==> config.mk <==
export PLATFORM = sky130hd
export DESIGN_NAME = cm_block_fill
export DESIGN_NICKNAME = d
export VERILOG_FILES = /design/src/rtl/cmf_pkg.sv /design/src/rtl/cmf_range_sel.sv /design/src/rtl/cmf_go_ctl.sv /design/src/rtl/cmf_walker.sv /design/src/rtl/cm_block_fill.sv
export SDC_FILE = /design/constraint.sdc
export NUM_CORES = 1
export LEC_CHECK = 0
export ABC_AREA = 1
export BUFFER_PORTS_ARGS = -buffer_cell sky130_fd_sc_hd__buf_2
export CAP_MARGIN = 20
export CORE_MARGIN = 3
export CORE_UTILIZATION = 48
export DETAILED_ROUTE_END_ITERATION = 6
export HOLD_SLACK_MARGIN = 0.15
export PLACE_DENSITY = 0.79
export REMOVE_ABC_BUFFERS = 1
export SYNTH_ARGS = -nofsm -noshare
export SYNTH_HDL_FRONTEND = slang
export SYNTH_SLANG_ARGS = --single-unit
==> constraint.sdc <==
create_clock -name clk -period 1.91 [get_ports clk]
set_clock_uncertainty 0.05 [all_clocks]
set_input_delay 0.2865 -clock clk [delete_from_list [all_inputs] [get_ports clk]]
set_output_delay 0.2865 -clock clk [all_outputs]
set_load 0.05 [all_outputs]
==> src/rtl/cmf_pkg.sv <==
package cmf_pkg;
  parameter int CMF_MODE_W = 3;

  typedef struct packed {
    logic [CMF_MODE_W-1:0] mode;
    logic                  clr_low;
  } cmf_cfg_t;
endpackage

==> src/rtl/cmf_range_sel.sv <==
module cmf_range_sel #(
  parameter int ADDR_W = 8
) (
  input  logic              full,
  input  logic [ADDR_W-1:0] start_a,
  input  logic [ADDR_W-1:0] end_a,
  output logic [ADDR_W-1:0] first,
  output logic [ADDR_W-1:0] last,
  output logic              empty
);
  always_comb begin
    if (full) begin
      first = '0;
      last  = '1;
      empty = 1'b0;
    end else begin
      first = start_a;
      last  = end_a;
      empty = (start_a > end_a);
    end
  end
endmodule

==> src/rtl/cmf_go_ctl.sv <==
module cmf_go_ctl (
  input  logic clk,
  input  logic rst,
  input  logic soft_rst,
  input  logic sw_we,
  input  logic sw_go,
  input  logic empty,
  input  logic fin,
  output logic go_q,
  output logic start
);
  // a start needs a 0 -> 1 change of the go bit
  assign start = sw_we & sw_go & ~go_q;

  always_ff @(posedge clk) begin
    if (rst || soft_rst) go_q <= 1'b0;
    else if (start)      go_q <= ~empty;
    else if (fin)        go_q <= 1'b0;
  end


  rise_only_chk: assert property (@(posedge clk) disable iff (rst || soft_rst)
    (go_q && sw_we && sw_go && !fin) |=> go_q);
endmodule

==> src/rtl/cmf_walker.sv <==
module cmf_walker
  import cmf_pkg::*;
#(
  parameter int ADDR_W = 8
) (
  input  logic              clk,
  input  logic              clr,
  input  logic              start,
  input  logic              empty,
  input  logic              abort,
  input  logic [ADDR_W-1:0] first,
  input  logic [ADDR_W-1:0] last,
  input  cmf_cfg_t          cfg_in,
  output logic              busy,
  output logic [ADDR_W-1:0] cur,
  output cmf_cfg_t          cfg_q,
  output logic              fin
);
  logic [ADDR_W-1:0] last_q;

  assign fin = busy & (abort | (cur == last_q));

  always_ff @(posedge clk) begin
    if (clr) begin
      busy   <= 1'b0;
      cur    <= '0;
      last_q <= '0;
      cfg_q  <= '0;
    end else if (start && !empty) begin
      busy   <= 1'b1;
      cur    <= first;
      last_q <= last;
      cfg_q  <= cfg_in;
    end else if (fin) begin
      busy <= 1'b0;
    end else if (busy) begin
      cur <= cur + 1'b1;
    end
  end


  addr_step_chk: assert property (@(posedge clk) disable iff (clr)
    (busy && !fin) |=> (busy && cur == $past(cur) + 1'b1));

  cfg_hold_chk: assert property (@(posedge clk) disable iff (clr)
    (busy && !fin) |=> $stable(cfg_q));

  abort_stop_chk: assert property (@(posedge clk) disable iff (clr)
    (busy && abort) |=> !busy);
endmodule

==> src/rtl/cm_block_fill.sv <==
module cm_block_fill
  import cmf_pkg::*;
#(
  parameter int ADDR_W = 8,
  parameter int LOW_W  = 15
) (
  input  logic                  clk,
  input  logic                  rst,
  input  logic                  soft_rst,
  input  logic                  sw_we,
  input  logic                  sw_go,
  input  logic                  cfg_full,
  input  logic [CMF_MODE_W-1:0] cfg_mode,
  input  logic                  cfg_clr_low,
  input  logic [ADDR_W-1:0]     cfg_start,
  input  logic [ADDR_W-1:0]     cfg_end,
  output logic                  go_bit,
  output logic                  busy,
  output logic                  hi_we,
  output logic [ADDR_W-1:0]     hi_addr,
  output logic [CMF_MODE_W-1:0] hi_mode,
  output logic                  lo_we,
  output logic [ADDR_W-1:0]     lo_addr,
  output logic [LOW_W-1:0]      lo_wdata
);
  logic              start, empty, fin, abort, clr;
  logic [ADDR_W-1:0] first, last, cur;
  cmf_cfg_t          cfg_in, cfg_q;

  assign clr    = rst | soft_rst;
  assign abort  = sw_we & ~sw_go;
  assign cfg_in = '{mode: cfg_mode, clr_low: cfg_clr_low};

  cmf_range_sel #(.ADDR_W(ADDR_W)) u_range (
    .full(cfg_full), .start_a(cfg_start), .end_a(cfg_end),
    .first(first), .last(last), .empty(empty)
  );

  cmf_go_ctl u_go (
    .clk(clk), .rst(rst), .soft_rst(soft_rst), .sw_we(sw_we), .sw_go(sw_go),
    .empty(empty), .fin(fin), .go_q(go_bit), .start(start)
  );

  cmf_walker #(.ADDR_W(ADDR_W)) u_walk (
    .clk(clk), .clr(clr), .start(start), .empty(empty), .abort(abort),
    .first(first), .last(last), .cfg_in(cfg_in),
    .busy(busy), .cur(cur), .cfg_q(cfg_q), .fin(fin)
  );

  assign hi_we    = busy;
  assign hi_addr  = cur;
  assign hi_mode  = cfg_q.mode;
  assign lo_we    = busy & cfg_q.clr_low;
  assign lo_addr  = cur;
  assign lo_wdata = '0;


  go_busy_chk: assert property (@(posedge clk) disable iff (rst)
    go_bit == busy);

  lo_with_hi_chk: assert property (@(posedge clk) disable iff (rst)
    lo_we |-> hi_we);

  empty_start_chk: assert property (@(posedge clk) disable iff (clr)
    (start && empty) |=> (!busy && !go_bit));
endmodule

==> out/summary.txt, run 1 <==
Core area - 0.00313 mm²
Worst reg2reg path endpoint - u_walk.cur[2]$_SDFFE_PP0P_
Non-Filler Instances - 330
Leakage power - 1.03 nW
Initial antenna violation count - 0
Cell row count - 20
Via density - 4.55
Final hold violation count - 0
RePlAce Congestion - 0.839
Max layer used - met4
Met1 wire length - 1.69 mm
RSZ-0062 raised after global routing - false
Commonest cells after routing, fill and taps aside - nand2_1, buf_2, nor2_1
Total GRT Usage - 16.5%
Setup CP Type - flop to flop
Final slew viol count - 0
Layout cells sized above 1 - 22.4%
Synth cell types - 23
Routed length on met3 - 164 µm
Final Util - 59.2%
Worst hold path type - input port to flop
Die width - 63.8 µm
Post-DP Area - 0.00176 mm²
Post-cts resize count - 0
Post-CTS setup buffers - 0
Antenna Cells - 0
RR Startpoint - u_walk.cur[0]$_SDFFE_PP0P_
Number of global-route vias before repair - 1277
Max-Cap Viols - 0
Total CTS buffers - 3
Cell Area, Synth - 0.00160 mm²
Io pins - 64
Reg power frac - 41.3%
WL final - 3.32 mm
Maximum vdd drop - 0.337 mV
Cts hold-fix bufs - 4
Avg Inst Size Synth - 6.62 µm²
CP Max Fanout - 9
Met2 WL post-DR - 1.41 mm
Yosys warnings - 0
WHS Path Cells - 3
CTS tree - done
First-pass GRT wire length - 5.52 mm
Clk root buf - clkbuf_4
Internal power - 0.786 mW
Sink Count - 22
Power Density - 641 mW/mm²
FF+latch count, synth - 22
Die Area - 0.00407 mm²
Starting Density - 51.2%
Worst-path clk slew - 0.13 ns
Vias after detailed routing - 1503
Fin area - 0.00185 mm²
Die Ht - 63.8 µm
Post-Syn Instances - 242
IO Port Bufs - 48
CP max-delay cell - dfxtp_1
Htree depth - 1
Hold Path Sink - u_walk.last_q[0]$_SDFFE_PP0P_
Drt pass-1 iters - 4
Endpoint class of the critical path - flop
Hold_sp - cfg_end[0]
CP Cell Sequence - xnor2_1 -> nand2_1 -> nor2_1 -> nand2_1 -> nand3_2 -> nand2_2 -> o21ai_0 -> nor2_1
Reg2reg setup slack - 0.28 ns
Slowest stage delay, CP - 0.50 ns
DP Cell Count - 322
Sequential element share of the synthesized area - 27.5%
Clock network fraction of total power - 30.0%
DRC - 0
Final setup viols - 0
Worst skew pair latency - 0.31 ns
Critical path launch point type - flop
Dpl hpwl - 2.63 mm
Syn-to-layout area delta - 15.5%
Fin crit share - 85.2%
P_sw - 0.400 mW
Nets@finish - 322
Arrival time at the worst endpoint - 1.80 ns
Run status - finished clean
Detail Route Antenna Nets - 0
Final min period - 1.63 ns
GRT overflow - 0
First DRT Iteration DRCs - 50
Clock buffer depth - 2
Combinational fraction of design power - 28.7%
Pin count of the biggest net entering global routing - 20
Fmax - 615 MHz
Post-DR wirelength/cell - 10.1 µm
Sw Share - 33.7%
Fillcell total - 314
Critical Path RT - 2.08 ns
R2R depth - 8
synth_stat cells:
cell type | count | area (µm²)
ha_1 | 9 | 113
a21o_1 | 1 | 7.51
clkbuf_1 | 2 | 7.51
dfxtp_1 | 22 | 440
xnor2_1 | 9 | 78.8
o21ai_0 | 14 | 70.1
inv_1 | 25 | 93.8
conb_1 | 1 | 3.75
buf_2 | 1 | 5.00
nand2_2 | 3 | 18.8
nor2_1 | 38 | 143
xor2_1 | 1 | 8.76
a21oi_1 | 6 | 30.0
nand4_1 | 1 | 6.26
nor3_1 | 8 | 40.0
nand3_1 | 14 | 70.1
nand3_2 | 1 | 10.0
o21bai_1 | 1 | 7.51
buf_6 | 2 | 22.5
nand2_1 | 48 | 180
o21ai_1 | 6 | 30.0
buf_4 | 28 | 210
nor2_2 | 1 | 6.26
power by group through the flow:
stage / Combinational, mW / Clock (mW) / Sequential [mW]
after floorplan: 0.191 / 0 / 0.551
after global placement: 0.329 / 0 / 0.499
after detailed placement: 0.333 / 0 / 0.500
after CTS: 0.341 / 0.365 / 0.490
after global routing: 0.373 / 0.384 / 0.492
final: 0.341 / 0.356 / 0.489
layout make-up:
type	count	area, µm²	area share, %
multi-input cells	176	876	47.3
inverters	25	93.8	5.07
clock buffers	3	22.5	1.22
repair buffers	59	333	18.0
flip-flops and latches	22	440	23.8
clock inverters	1	30.0	1.62
well taps	44	55.1	2.97
layer usage:
layer,up-vias,track usage [%]
met5,-,0
met4,0,6.47
met3,5,1.76
met2,47,26.6
met1,642,22.5
li1,809,-
cells by family (layout without fill, tap and decap cells):
| kind of cell | Yosys count | count (layout) | share of synthesized area (%) |
|---|---|---|---|
| buffers and inverters | 58 | 88 | 21.2 |
| adders and majority gates | 9 | 9 | 7.03 |
| xor gates and xnor gates | 10 | 10 | 5.46 |
| other | 1 | 15 | 0.234 |
| DFF | 22 | 22 | 27.5 |
| AOI/OAI and AO/OA | 28 | 28 | 9.06 |
| and+or+nand+nor | 114 | 114 | 29.6 |
worst max-delay path by stage:
| stage | cells after the start | endpoint | startpoint | slack, ns |
|---|---|---|---|---|
| CTS | 8 | u_walk.cur[1]$_SDFFE_PP0P_ | u_walk.cur[0]$_SDFFE_PP0P_ | 0.29 |
| floorplan | 8 | u_walk.cur[6]$_SDFFE_PP0P_ | u_walk.cur[0]$_SDFFE_PP0P_ | -0.33 |
| detailed placement | 13 | u_walk.cur[5]$_SDFFE_PP0P_ | cfg_end[7] | 0.05 |
| finish | 8 | u_walk.cur[2]$_SDFFE_PP0P_ | u_walk.cur[0]$_SDFFE_PP0P_ | 0.28 |
| global placement | 13 | u_walk.cur[4]$_SDFFE_PP0P_ | cfg_end[7] | 0.08 |
| global route | 8 | u_walk.cur[1]$_SDFFE_PP0P_ | u_walk.cur[7]$_SDFFE_PP0P_ | 0.07 |
per-stage QoR:
step | setup TNS, ns | total power, mW | hold slack, ns | worst slack (ns)
floorplan | -1.33 | 0.742 | 0.376 | -0.329
global placement | 0 | 0.829 | 0.409 | 0.0762
detailed placement | 0 | 0.833 | 0.417 | 0.0461
CTS | 0 | 1.20 | 0.155 | 0.287
global route | 0 | 1.25 | 0.151 | 0.0702
finish | 0 | 1.19 | 0.162 | 0.283
state kept, by name (all words and copies together), names as in the netlist:
signal / count
u_walk.last_q: 8
u_go.go_q: 1
u_walk.busy: 1
u_walk.cur: 8
u_walk.cfg_q: 4
critical path, delay by kind of cell (launching register included):
kind                      cells  cell delay [ns]
AOI/OAI and AO/OA             1             0.18
xor gates and xnor gates      1             0.16
DFF                           1             0.50
and+or+nand+nor               6             0.66
Note: power is estimated with default switching activity, not from simulation.
==> run 2, diff against run 1 <==
==> constraint.sdc (replaced) <==
create_clock -name clk -period 1.91 [get_ports clk]
set_clock_uncertainty 0.05 [all_clocks]
set_input_delay 0.191 -clock clk [delete_from_list [all_inputs] [get_ports clk]]
set_output_delay 0.191 -clock clk [all_outputs]
set_load 0.05 [all_outputs]
==> run 2 against run 1 <==
Compared with the run above: worst setup slack got worse by 0.0087 ns; first-iteration DRC count shrank 8.0%; clock power rose by 2%; non-clock buffer count grew 7; via count increased by 4.1%; hold slack gained 0.044 ns; combinational power increased by 3%; register-to-register slack is essentially flat; count of clock-buffer cells in the layout stayed put; utilization is 2.3 points higher; cell count increased by 2.1%; highest routed layer unchanged.
==> out/summary.txt, run 2 (synthesized netlist as in run 1, its figures left out) <==
First DRT Iteration DRCs - 46 (-8.0%)
Commonest cells after routing, fill and taps aside - nand2_1, buf_2, nor2_1
Critical path destination - u_walk.cur[1]$_SDFFE_PP0P_
Io pins - 64 (unchanged)
Dpl hpwl - 2.71 mm (+3.3%)
Max-Cap Viols - 0 (unchanged)
RSZ-0062 raised after global routing - false
Die Ht - 63.8 µm (unchanged)
WHS - 0.206 ns (+0.0442 ns)
Pwr Total - 1.21 mW (+1.6%)
Worst skew pair latency - 0.31 ns (about the same)
Top flop regs - u_walk.cur: 8 flops, u_walk.last_q: 8 flops, u_walk.cfg_q: 4 flops
Clk root buf - clkbuf_4
Htree depth - 1 (unchanged)
Initial antenna violation count - 0 (unchanged)
Fmax - 611 MHz (-0.53%)
Nets@finish - 329 (+2.2%)
Starting Density - 51.2% (unchanged)
Power Density - 627 mW/mm² (-2.2%)
Syn-to-layout area delta - 20.0%
Detail Route Antenna Nets - 0 (unchanged)
Clock buffer depth - 2 (unchanged)
Fillcell total - 317 (+0.96%)
CTS tree - done
Run status - finished clean
Sink Count - 22 (unchanged)
R2R depth - 8 (unchanged)
Final hold violation count - 0 (unchanged)
Leakage power - 1.05 nW (+2.8%)
RePlAce Congestion - 0.842 (+0.36%)
Sequential cell area - 440 µm² (unchanged)
Pre-CTS setup slack - 0.0714 ns (+0.0253 ns)
Final slew viol count - 0 (unchanged)
Worst reg2reg path endpoint - u_walk.cur[1]$_SDFFE_PP0P_
Antenna Cells - 0 (unchanged)
Arrival time at the worst endpoint - 1.81 ns (about the same)
Final setup viols - 0 (unchanged)
Die Area - 0.00407 mm² (unchanged)
Core area - 0.00313 mm² (unchanged)
First-pass GRT wire length - 5.84 mm (+5.9%)
IO Port Bufs - 48 (unchanged)
Setup CP Type - flop to flop
Post-DR wirelength/cell - 10.5 µm (+4.4%)
Critical path launch point type - flop
Multi-input logic area - 876 µm² (unchanged)
Layout cells sized above 1 - 21.5% (-0.88 points)
Total CTS buffers - 3 (unchanged)
Critical Path RT - 2.08 ns (about the same)
Cell row count - 20 (unchanged)
Post-cts resize count - 0 (unchanged)
Pin count of the biggest net entering global routing - 20 (unchanged)
Final min period - 1.64 ns (+0.00873 ns)
Total GRT Usage - 17.8% (+1.3 points)
RR Startpoint - u_walk.cur[0]$_SDFFE_PP0P_
Post-DP Area - 0.00175 mm² (-0.43%)
WL final - 3.54 mm (+6.6%)
DRC - 0 (unchanged)
Worst hold path type - input port to flop
Fin crit share - 85.7% (+0.46 points)
Worst setup margin - 0.274 ns (-0.00873 ns)
Fin area - 0.00192 mm² (+3.9%)
Worst Setup SP - u_walk.cur[0]$_SDFFE_PP0P_
Maximum vdd drop - 0.310 mV (-8.0%)
Die width - 63.8 µm (unchanged)
CP Max Fanout - 9 (unchanged)
GRT overflow - 0 (unchanged)
Via density - 4.64 (+1.9%)
Number of global-route vias before repair - 1357 (+6.3%)
Vias after detailed routing - 1564 (+4.1%)
Reg2reg setup slack - 0.27 ns (about the same)
Endpoint class of the critical path - flop
Worst-path clk slew - 0.13 ns (about the same)
Drt pass-1 iters - 6 (+2)
## run 2: changes by cell type in the layout (fill, tap and decap cells not counted)
| cell | previous run | this run |
|---|---|---|
| buf_4 | 7 | 6 |
| dlygate4sd3_1 | 4 | 12 |
## run 2: layout make-up
type                    count  area share, %
well taps                  44           2.86
flip-flops and latches     22           22.9
clock inverters             1           1.56
clock buffers               3           1.17
repair buffers             66           21.1
inverters                  25           4.88
multi-input cells         176           45.5
## run 2: worst min-delay path by stage
| stage | slack [ns] | depth (start not counted) | endpoint | start |
|---|---|---|---|---|
| 2_1_floorplan | 0.28 | 2 | u_walk.last_q[0]$_SDFFE_PP0P_ | cfg_end[0] |
| 3_3_place_gp | 0.37 | 3 | u_walk.cfg_q[0]$_SDFFE_PP0P_ | cfg_clr_low |
| 3_5_place_dp | 0.38 | 3 | u_walk.cfg_q[1]$_SDFFE_PP0P_ | cfg_mode[0] |
| 4_1_cts | 0.20 | 3 | u_walk.last_q[1]$_SDFFE_PP0P_ | cfg_full |
| 5_1_grt | 0.22 | 5 | u_walk.cur[0]$_SDFFE_PP0P_ | cfg_start[0] |
| 6_report | 0.21 | 3 | u_walk.last_q[1]$_SDFFE_PP0P_ | cfg_full |
## run 2: per-stage QoR
step                      util (%)  instances  setup TNS, ns
final                         61.5        337              0
after global routing          61.5        337              0
after CTS                     61.5        337              0
after detailed placement      56.0        321              0
after global placement        56.0        321              0
after floorplan                  -        223          -1.33
## run 2: metal layers
| metal | vias up | GRT usage (%) | part of all wire [%] |
|---|---|---|---|
| li1 | 824 | - | - |
| met1 | 668 | 22.3 | 46 |
| met2 | 65 | 30.8 | 47 |
| met3 | 7 | 1.58 | 5.9 |
| met4 | 0 | 7.55 | 1.8 |
| met5 | - | 0 | 0 |
## run 2: where the power goes
part / internal [mW] / switching, mW
Combinational: 0.109 / 0.244
Clock: 0.212 / 0.151
Sequential: 0.475 / 0.0153
Total: 0.795 / 0.410
## run 2: timing repair
item | 4_1_cts | 5_1_grt
hold buffers | 12 | 0
endpoints found under the hold margin | 12 | 0
buffers inserted | 0 | 0
## run 2: critical path: stages, from the launching register on
cell     delay, ns
dfxtp_1       0.50
xnor2_1       0.16
nand2_1       0.07
nor2_1        0.10
nand2_1       0.11
nand3_2       0.17
nand2_2       0.15
o21ai_0       0.18
nor2_1        0.06
